<file path="config.mk">
export PLATFORM = sky130hd
export DESIGN_NAME = circ_agu
export DESIGN_NICKNAME = d
export VERILOG_FILES = /design/src/rtl/circ_agu_pkg.sv /design/src/rtl/agu_step.sv /design/src/rtl/agu_regbank.sv /design/src/rtl/circ_agu.sv
export SDC_FILE = /design/constraint.sdc
export NUM_CORES = 1
export LEC_CHECK = 0
export ABC_AREA = 1
export BUFFER_PORTS_ARGS = -buffer_cell sky130_fd_sc_hd__buf_2
export CAP_MARGIN = 20
export CORE_MARGIN = 1.5
export CORE_UTILIZATION = 28
export DETAILED_ROUTE_END_ITERATION = 8
export PLACE_DENSITY_LB_ADDON = 0.15
export SYNTH_ARGS = -nofsm -noshare
export SYNTH_HDL_FRONTEND = slang
export SYNTH_SLANG_ARGS = --single-unit
</file>
<file path="constraint.sdc">
create_clock -name clk -period 7.8 [get_ports clk]
set_input_delay 0.78 -clock clk [delete_from_list [all_inputs] [get_ports clk]]
set_output_delay 0.78 -clock clk [all_outputs]
set_load 0.005 [all_outputs]
</file>
<file path="src/rtl/circ_agu_pkg.sv">
package circ_agu_pkg;
    localparam int AGU_AW    = 16;
    localparam int AGU_PW    = 8;
    localparam int AGU_NSET  = 4;
    localparam int AGU_NBANK = 2;

    typedef enum logic [1:0] {
        RK_INDEX  = 2'd0,
        RK_MODIFY = 2'd1,
        RK_LENGTH = 2'd2,
        RK_BASE   = 2'd3
    } reg_kind_e;

    typedef struct packed {
        logic [AGU_AW-1:0] idx;
        logic [AGU_AW-1:0] mod;
        logic [AGU_AW-1:0] len;
        logic [AGU_AW-1:0] base;
    } step_in_t;

    function automatic logic [AGU_AW+1:0] zext2(input logic [AGU_AW-1:0] v);
        return {2'b00, v};
    endfunction

    function automatic logic [AGU_AW+1:0] sext2(input logic [AGU_AW-1:0] v);
        return {{2{v[AGU_AW-1]}}, v};
    endfunction
endpackage

</file>
<file path="src/rtl/agu_step.sv">
module agu_step
    import circ_agu_pkg::*;
#(
    parameter int AW = AGU_AW
) (
    input  logic          clk,
    input  logic          rst,
    input  step_in_t      s_in,
    output logic [AW-1:0] stepped
);
    localparam int XW = AW + 2;

    logic signed [XW-1:0] sum_s, base_s, end_s, len_s;
    logic signed [XW-1:0] res_s;

    always_comb begin
        sum_s  = $signed(zext2(s_in.idx)) + $signed(sext2(s_in.mod));
        base_s = $signed(zext2(s_in.base));
        len_s  = $signed(zext2(s_in.len));
        end_s  = base_s + len_s;
        if (s_in.len == '0)
            res_s = sum_s;
        else if (sum_s >= end_s)
            res_s = sum_s - len_s;
        else if (sum_s < base_s)
            res_s = sum_s + len_s;
        else
            res_s = sum_s;
        stepped = res_s[AW-1:0];
    end

    // a legal circular step starting inside the buffer stays in it
    logic [AW-1:0] mod_mag;
    logic          legal_circ;
    assign mod_mag    = s_in.mod[AW-1] ? (~s_in.mod + 1'b1) : s_in.mod;
    assign legal_circ = (s_in.len != '0) && (mod_mag <= s_in.len)
                      && ($signed(zext2(s_in.idx)) >= base_s)
                      && ($signed(zext2(s_in.idx)) < end_s)
                      && (end_s <= $signed(zext2('1) + 1));

    a_r4_stays_in_buffer: assert property (@(posedge clk) disable iff (rst)
        legal_circ |-> (($signed(zext2(stepped)) >= base_s) && ($signed(zext2(stepped)) < end_s)));
endmodule

</file>
<file path="src/rtl/agu_regbank.sv">
module agu_regbank
    import circ_agu_pkg::*;
#(
    parameter int AW    = AGU_AW,
    parameter int NSET  = AGU_NSET,
    parameter int NBANK = AGU_NBANK
) (
    input  logic                    clk,
    input  logic                    rst,
    input  logic                    bank,
    input  logic                    wr_en,
    input  logic [1:0]              wr_kind,
    input  logic [$clog2(NSET)-1:0] wr_sel,
    input  logic [AW-1:0]           wr_data,
    input  logic                    upd_en,
    input  logic [$clog2(NSET)-1:0] upd_sel,
    input  logic [AW-1:0]           upd_val,
    input  logic [1:0]              rd_kind,
    input  logic [$clog2(NSET)-1:0] rd_sel,
    output logic [AW-1:0]           rd_data,
    input  logic [$clog2(NSET)-1:0] isel,
    input  logic [$clog2(NSET)-1:0] msel,
    output step_in_t                regs_out
);
    localparam int NKIND = 4;

    logic [AW-1:0] regs_q [NBANK][NKIND][NSET];

    always_ff @(posedge clk) begin
        if (rst) begin
            for (int b = 0; b < NBANK; b++)
                for (int k = 0; k < NKIND; k++)
                    for (int s = 0; s < NSET; s++)
                        regs_q[b][k][s] <= '0;
        end else begin
            if (upd_en)
                regs_q[bank][RK_INDEX][upd_sel] <= upd_val;
            if (wr_en)   // placed after the update so it wins
                regs_q[bank][wr_kind][wr_sel] <= wr_data;
        end
    end

    assign rd_data       = regs_q[bank][rd_kind][rd_sel];
    assign regs_out.idx  = regs_q[bank][RK_INDEX][isel];
    assign regs_out.mod  = regs_q[bank][RK_MODIFY][msel];
    assign regs_out.len  = regs_q[bank][RK_LENGTH][isel];
    assign regs_out.base = regs_q[bank][RK_BASE][isel];

    for (genvar gb = 0; gb < NBANK; gb++) begin : g_bank
        for (genvar gk = 0; gk < NKIND; gk++) begin : g_kind
            for (genvar gs = 0; gs < NSET; gs++) begin : g_sel
                // the inactive set is never disturbed
                a_r9_idle_bank_stable: assert property (@(posedge clk) disable iff (rst)
                    (bank != gb) |=> $stable(regs_q[gb][gk][gs]));
                // a write lands, even over a concurrent update
                a_r10_write_lands: assert property (@(posedge clk) disable iff (rst)
                    (wr_en && bank == gb && wr_kind == gk && wr_sel == gs)
                    |=> regs_q[gb][gk][gs] == $past(wr_data));
            end
            // an unobstructed index update stores the stepped value
            if (gk == 0) begin : g_upd
                for (genvar gs = 0; gs < NSET; gs++) begin : g_u
                    a_r6_update_stored: assert property (@(posedge clk) disable iff (rst)
                        (upd_en && bank == gb && upd_sel == gs
                         && !(wr_en && wr_kind == RK_INDEX && wr_sel == gs))
                        |=> regs_q[gb][0][gs] == $past(upd_val));
                end
            end
        end
    end
endmodule

</file>
<file path="src/rtl/circ_agu.sv">
module circ_agu
    import circ_agu_pkg::*;
#(
    parameter int AW   = AGU_AW,
    parameter int PW   = AGU_PW,
    parameter int NSET = AGU_NSET
) (
    input  logic                    clk,
    input  logic                    rst,
    input  logic                    alt_bank,
    input  logic                    wr_en,
    input  logic [1:0]              wr_kind,
    input  logic [$clog2(NSET)-1:0] wr_sel,
    input  logic [AW-1:0]           wr_data,
    input  logic                    page_wr_en,
    input  logic [PW-1:0]           page_wr_data,
    input  logic [1:0]              rd_kind,
    input  logic [$clog2(NSET)-1:0] rd_sel,
    output logic [AW-1:0]           rd_data,
    input  logic                    acc_en,
    input  logic [$clog2(NSET)-1:0] acc_isel,
    input  logic [$clog2(NSET)-1:0] acc_msel,
    input  logic                    acc_pre,
    input  logic                    acc_upd,
    input  logic                    acc_imm_en,
    input  logic [AW-1:0]           acc_imm,
    output logic [PW+AW-1:0]        addr_out,
    output logic [AW-1:0]           idx_next
);
    step_in_t      regs_sel;
    step_in_t      step_req;
    logic [AW-1:0] stepped;
    logic [AW-1:0] ea;
    logic [PW-1:0] page_q;
    logic          upd_en;

    always_ff @(posedge clk) begin
        if (rst)
            page_q <= '0;
        else if (page_wr_en)
            page_q <= page_wr_data;
    end

    agu_regbank #(.AW(AW), .NSET(NSET)) u_bank (
        .clk      (clk),
        .rst      (rst),
        .bank     (alt_bank),
        .wr_en    (wr_en),
        .wr_kind  (wr_kind),
        .wr_sel   (wr_sel),
        .wr_data  (wr_data),
        .upd_en   (upd_en),
        .upd_sel  (acc_isel),
        .upd_val  (stepped),
        .rd_kind  (rd_kind),
        .rd_sel   (rd_sel),
        .rd_data  (rd_data),
        .isel     (acc_isel),
        .msel     (acc_msel),
        .regs_out (regs_sel)
    );

    always_comb begin
        step_req     = regs_sel;
        step_req.mod = acc_imm_en ? acc_imm : regs_sel.mod;
    end

    agu_step #(.AW(AW)) u_step (
        .clk     (clk),
        .rst     (rst),
        .s_in    (step_req),
        .stepped (stepped)
    );

    always_comb begin
        ea       = acc_pre ? stepped : regs_sel.idx;
        upd_en   = acc_en && !(acc_pre && !acc_upd);
        idx_next = upd_en ? stepped : regs_sel.idx;
        addr_out = {page_q, ea};
    end

    // page byte follows the most recent page write
    a_r7_page_on_top: assert property (@(posedge clk) disable iff (rst)
        $past(page_wr_en && !rst) |-> addr_out[AW+PW-1:AW] == $past(page_wr_data));
endmodule

</file>
==> qor_table.md <==
| Parameter | Reported | Unit |
|:---|:---|:---|
| Run status | complete, no violations | - |
| Tightest hold margin | 354 | ps |
| Warning count from the yosys run | 0 | - |
| Asr flop ratio synth | 0 | % |
| Cts hold-fix bufs | 0 | - |
| Post-Synthesis Cell Area | 31600 | um2 |
| CTS tree | yes | - |
| Power Internal | 6.69 | mW |
| Clock Sinks | 520 | - |
| Path type of the worst setup path | input pin to primary output | - |
| Count of cells along the worst hold path | 3 | - |
| Layout Cells excl Fill | 5460 | - |
| Share of post-route cells with drive strength above 1 | 11.6 | % |
| Top-level I/O count | 117 | - |
| Max Fclk | 136 | MHz |
| Overflow after GRT | 0 | - |
| Clock tree skew after final layout | 26.3 | ps |
| Placer's final routability congestion estimate | 0.915 | - |
| Final hold violation count | 0 | - |
| Switching share of power | 40.7 | % |
| Total Wirelength | 145 | mm |
| Sequential-to-total area share from yosys stat | 49.2 | % |
| Peak VDD IR | 190 | uV |
| Cell area after placement | 34200 | um2 |
| Post-route fraction of the period consumed by the critical path | 94.4 | % |
| Number of search-and-repair iterations in the first detailed-routing pass | 9 | - |
| Min cycle time layout | 7360 | ps |
| Htree depth | 2 | - |
| Final setup violation count | 0 | - |
| Final core area utilization | 32.3 | % |
| Number of max-capacitance violations reported | 0 | - |
| Root cell of the clock tree | sky130_fd_sc_hd__clkbuf_16 | - |
| Slew @ Worst Pin | 1230 | ps |
| Syn Inst Count | 3817 | - |
| Average wire per standard cell | 26.6 | um |
| Unrepaired setup endpoints after global routing | no | - |
| Number of port buffers | 116 | - |
| Number of fill cells in the layout | 11900 | - |
| Count of cells along the worst register-to-register path | 25 | - |
| Number of remaining DRC errors | 0 | - |
| Total nets after synthesis | 3972 | - |
| First-pass GRT wire length | 201 | mm |
| CP max stage cell | sky130_fd_sc_hd__o2111ai_1 | - |
| Number of library cell types mapped by synthesis | 54 | - |
| Share of total power in sequential cells | 32.1 | % |
| # resized after CTS | 0 | - |
| Initial detailed-routing violation count | 2561 | - |
| Clock-pin transition on the worst setup and hold timing paths | 70 | ps |
| Starting density of the core | 28.2 | % |
| Post-CTS setup-driven buffer insertion count | 0 | - |
| Fin worst setup slack | 436 | ps |
| Mapped Avg Cell Area | 8.27 | um2 |
| Post-synth EDFFs | 512 | - |
| Largest driver fanout on the critical path | 15 | - |
| Maximum count of clock buffers along a single path | 3 | - |
| Routed wl met3 | 9.07 | mm |
| Overall track demand over capacity in global routing | 24.6 | % |
| CTS Buf Count | 57 | - |
| Cell total after placement | 5348 | - |
| Non-Filler Cell Area, Final | 36200 | um2 |
| Antenna Violating Nets Remaining | 0 | - |
| Final Max Tran Viols | 0 | - |
| Largest net degree at the start of global routing | 107 | - |
| Crit end category | primary output | - |
| Type of the worst min-delay path | input pin to register | - |
| Main flop type after synthesis | sky130_fd_sc_hd__edfxtp_1 | - |
| Detailed route wirelength on metal2 | 68.1 | mm |
| Most frequent cells in the layout | sky130_fd_sc_hd__nand2_1, sky130_fd_sc_hd__edfxtp_1, sky130_fd_sc_hd__nor2_1, sky130_fd_sc_hd__inv_1, sky130_fd_sc_hd__o21ai_0 | - |
| HPWL after detailed placement | 104 | mm |
| Crit path top cell by count | sky130_fd_sc_hd__nand2_1 | - |
| Arrival time worst endpoint | 6580 | ps |
| Highest metal layer used by the detailed router | met5 | - |
| Critical Path Max Stage Delay | 980 | ps |
| Core area | 112000 | um2 |
| WP data required | 7020 | ps |
| Vias in the first global route | 26100 | - |
| Placement-stage worst setup slack | 486 | ps |
| Routed via count divided by cell count | 5.06 | - |
| Die width | 339 | um |
| Most frequent standard cell in the layout excluding fill and tap cells | sky130_fd_sc_hd__nand2_1 | - |
| Nets | 4062 | - |
| Max-Slew Margin vs Limit | 17.1 | % |
| Logic gate share of total power | 42.1 | % |
| Area growth from synthesis to layout | 14.6 | % |
| Antenna violations before repair | 11 | - |
| Setup_tns | 0 | ps |
| Met1 wire length | 61.9 | mm |
| Skew-Pair Late Insertion Delay | 660 | ps |
| Category of the worst setup path launch point | input pin | - |
| Die extent in y | 339 | um |
| Placement row count | 123 | - |
| Ratio of total power to cell area | 311 | nW/um2 |
| DR vias | 27600 | - |
| Clock share of power | 25.8 | % |
| Power after layout | 11.3 | mW |
| Switching power of the nets | 4.58 | mW |
| Static Leak | 15.9 | nW |
| Total of flip-flops plus latches after synthesis | 520 | - |
| Die Area | 115000 | um2 |
[critical path, delay by kind of cell]
kind | cells | cell delay [ps]
AOI/OAI and AO/OA | 7 | 2270
xor gates and xnor gates | 1 | 390
adders and majority gates | 2 | 780
buffers and inverters | 5 | 1170
and+or+nand+nor | 11 | 1170
[power groups by stage]
stage / logic, mW / registers [mW] / clock network, mW
2_1_floorplan: 2.85 / 3.65 / 0
3_3_place_gp: 4.74 / 3.67 / 0
6_report: 4.74 / 3.62 / 2.91
4_1_cts: 4.72 / 3.62 / 2.94
5_1_grt: 5.17 / 3.65 / 3.04
3_5_place_dp: 4.70 / 3.68 / 0
[final cells by class]
cell class	count	area (um2)	share of cell area, %
antenna	4	10.0	0.0277
multi-input combinational	2710	13700	37.9
tap	1500	1880	5.19
timing repair buffer	255	1720	4.74
inverter	363	1370	3.78
sequential	520	15500	42.9
clock buffer	71	1540	4.26
clock inverter	37	413	1.14
[cells in the mapped netlist, types with 9 or more instances]
| cell type | count | area share, % |
|---|---|---|
| sky130_fd_sc_hd__xor2_1 | 40 | 1.1 |
| sky130_fd_sc_hd__o21ai_0 | 227 | 3.6 |
| sky130_fd_sc_hd__a21oi_1 | 69 | 1.1 |
| sky130_fd_sc_hd__o22ai_1 | 11 | 0.22 |
| sky130_fd_sc_hd__nand2_2 | 11 | 0.22 |
| sky130_fd_sc_hd__o211ai_1 | 73 | 1.7 |
| sky130_fd_sc_hd__buf_2 | 44 | 0.70 |
| sky130_fd_sc_hd__nand2_1 | 1199 | 14 |
| sky130_fd_sc_hd__buf_1 | 17 | 0.20 |
| sky130_fd_sc_hd__ha_1 | 90 | 3.6 |
| sky130_fd_sc_hd__a31oi_1 | 49 | 0.97 |
| sky130_fd_sc_hd__nor2_1 | 462 | 5.5 |
| sky130_fd_sc_hd__edfxtp_1 | 512 | 49 |
| sky130_fd_sc_hd__o221ai_1 | 19 | 0.53 |
| sky130_fd_sc_hd__nand3_1 | 186 | 2.9 |
| sky130_fd_sc_hd__inv_2 | 11 | 0.13 |
| sky130_fd_sc_hd__mux2i_1 | 57 | 1.8 |
| sky130_fd_sc_hd__xnor2_1 | 13 | 0.36 |
| sky130_fd_sc_hd__o2111ai_1 | 13 | 0.36 |
| sky130_fd_sc_hd__buf_6 | 9 | 0.32 |
| sky130_fd_sc_hd__or2_2 | 17 | 0.34 |
| sky130_fd_sc_hd__nand3_2 | 43 | 1.4 |
| sky130_fd_sc_hd__nand4_1 | 39 | 0.77 |
| sky130_fd_sc_hd__inv_1 | 351 | 4.2 |
| sky130_fd_sc_hd__clkbuf_1 | 147 | 1.7 |
| sky130_fd_sc_hd__nor3_1 | 13 | 0.21 |
[registers in the layout (all words and copies together), names as in the netlist]
signal and count:
page_q 8, u_bank.regs_q 512
[final timing paths]
path	from	endpoint	slack, ps
worst max-delay path	acc_isel[0]	idx_next[15]	440
worst min-delay path	page_wr_data[5]	page_q[5]	350
worst max register to register	u_bank.regs_q[1][234]	u_bank.regs_q[0][229]	2090
worst min register to register	page_q[5]	page_q[5]	500
[cell families (layout without fill, tap and decap cells)]
kind of cell             after synthesis  count (layout)  synth area share (%)
XOR/XNOR                              53              53                  1.47
multiplexers                          57              57                  1.81
other                                  0               4                     0
AO/OA/AOI/OAI                        499             499                  9.44
adder cells (fa/ha/maj)               94              94                  3.82
AND/OR/NAND/NOR                     2007            2007                  26.8
flip-flops                           520             520                  49.2
buffers and inverters                587             726                  7.47
[layer usage]
| layer | up-vias | global-route usage (%) |
|---|---|---|
| met5 | - | 0 |
| met4 | 2 | 9.75 |
| met3 | 195 | 3.29 |
| met2 | 1081 | 40.7 |
| met1 | 13500 | 32.5 |
| li1 | 12900 | - |
Power figures use the tool's default switching activity.
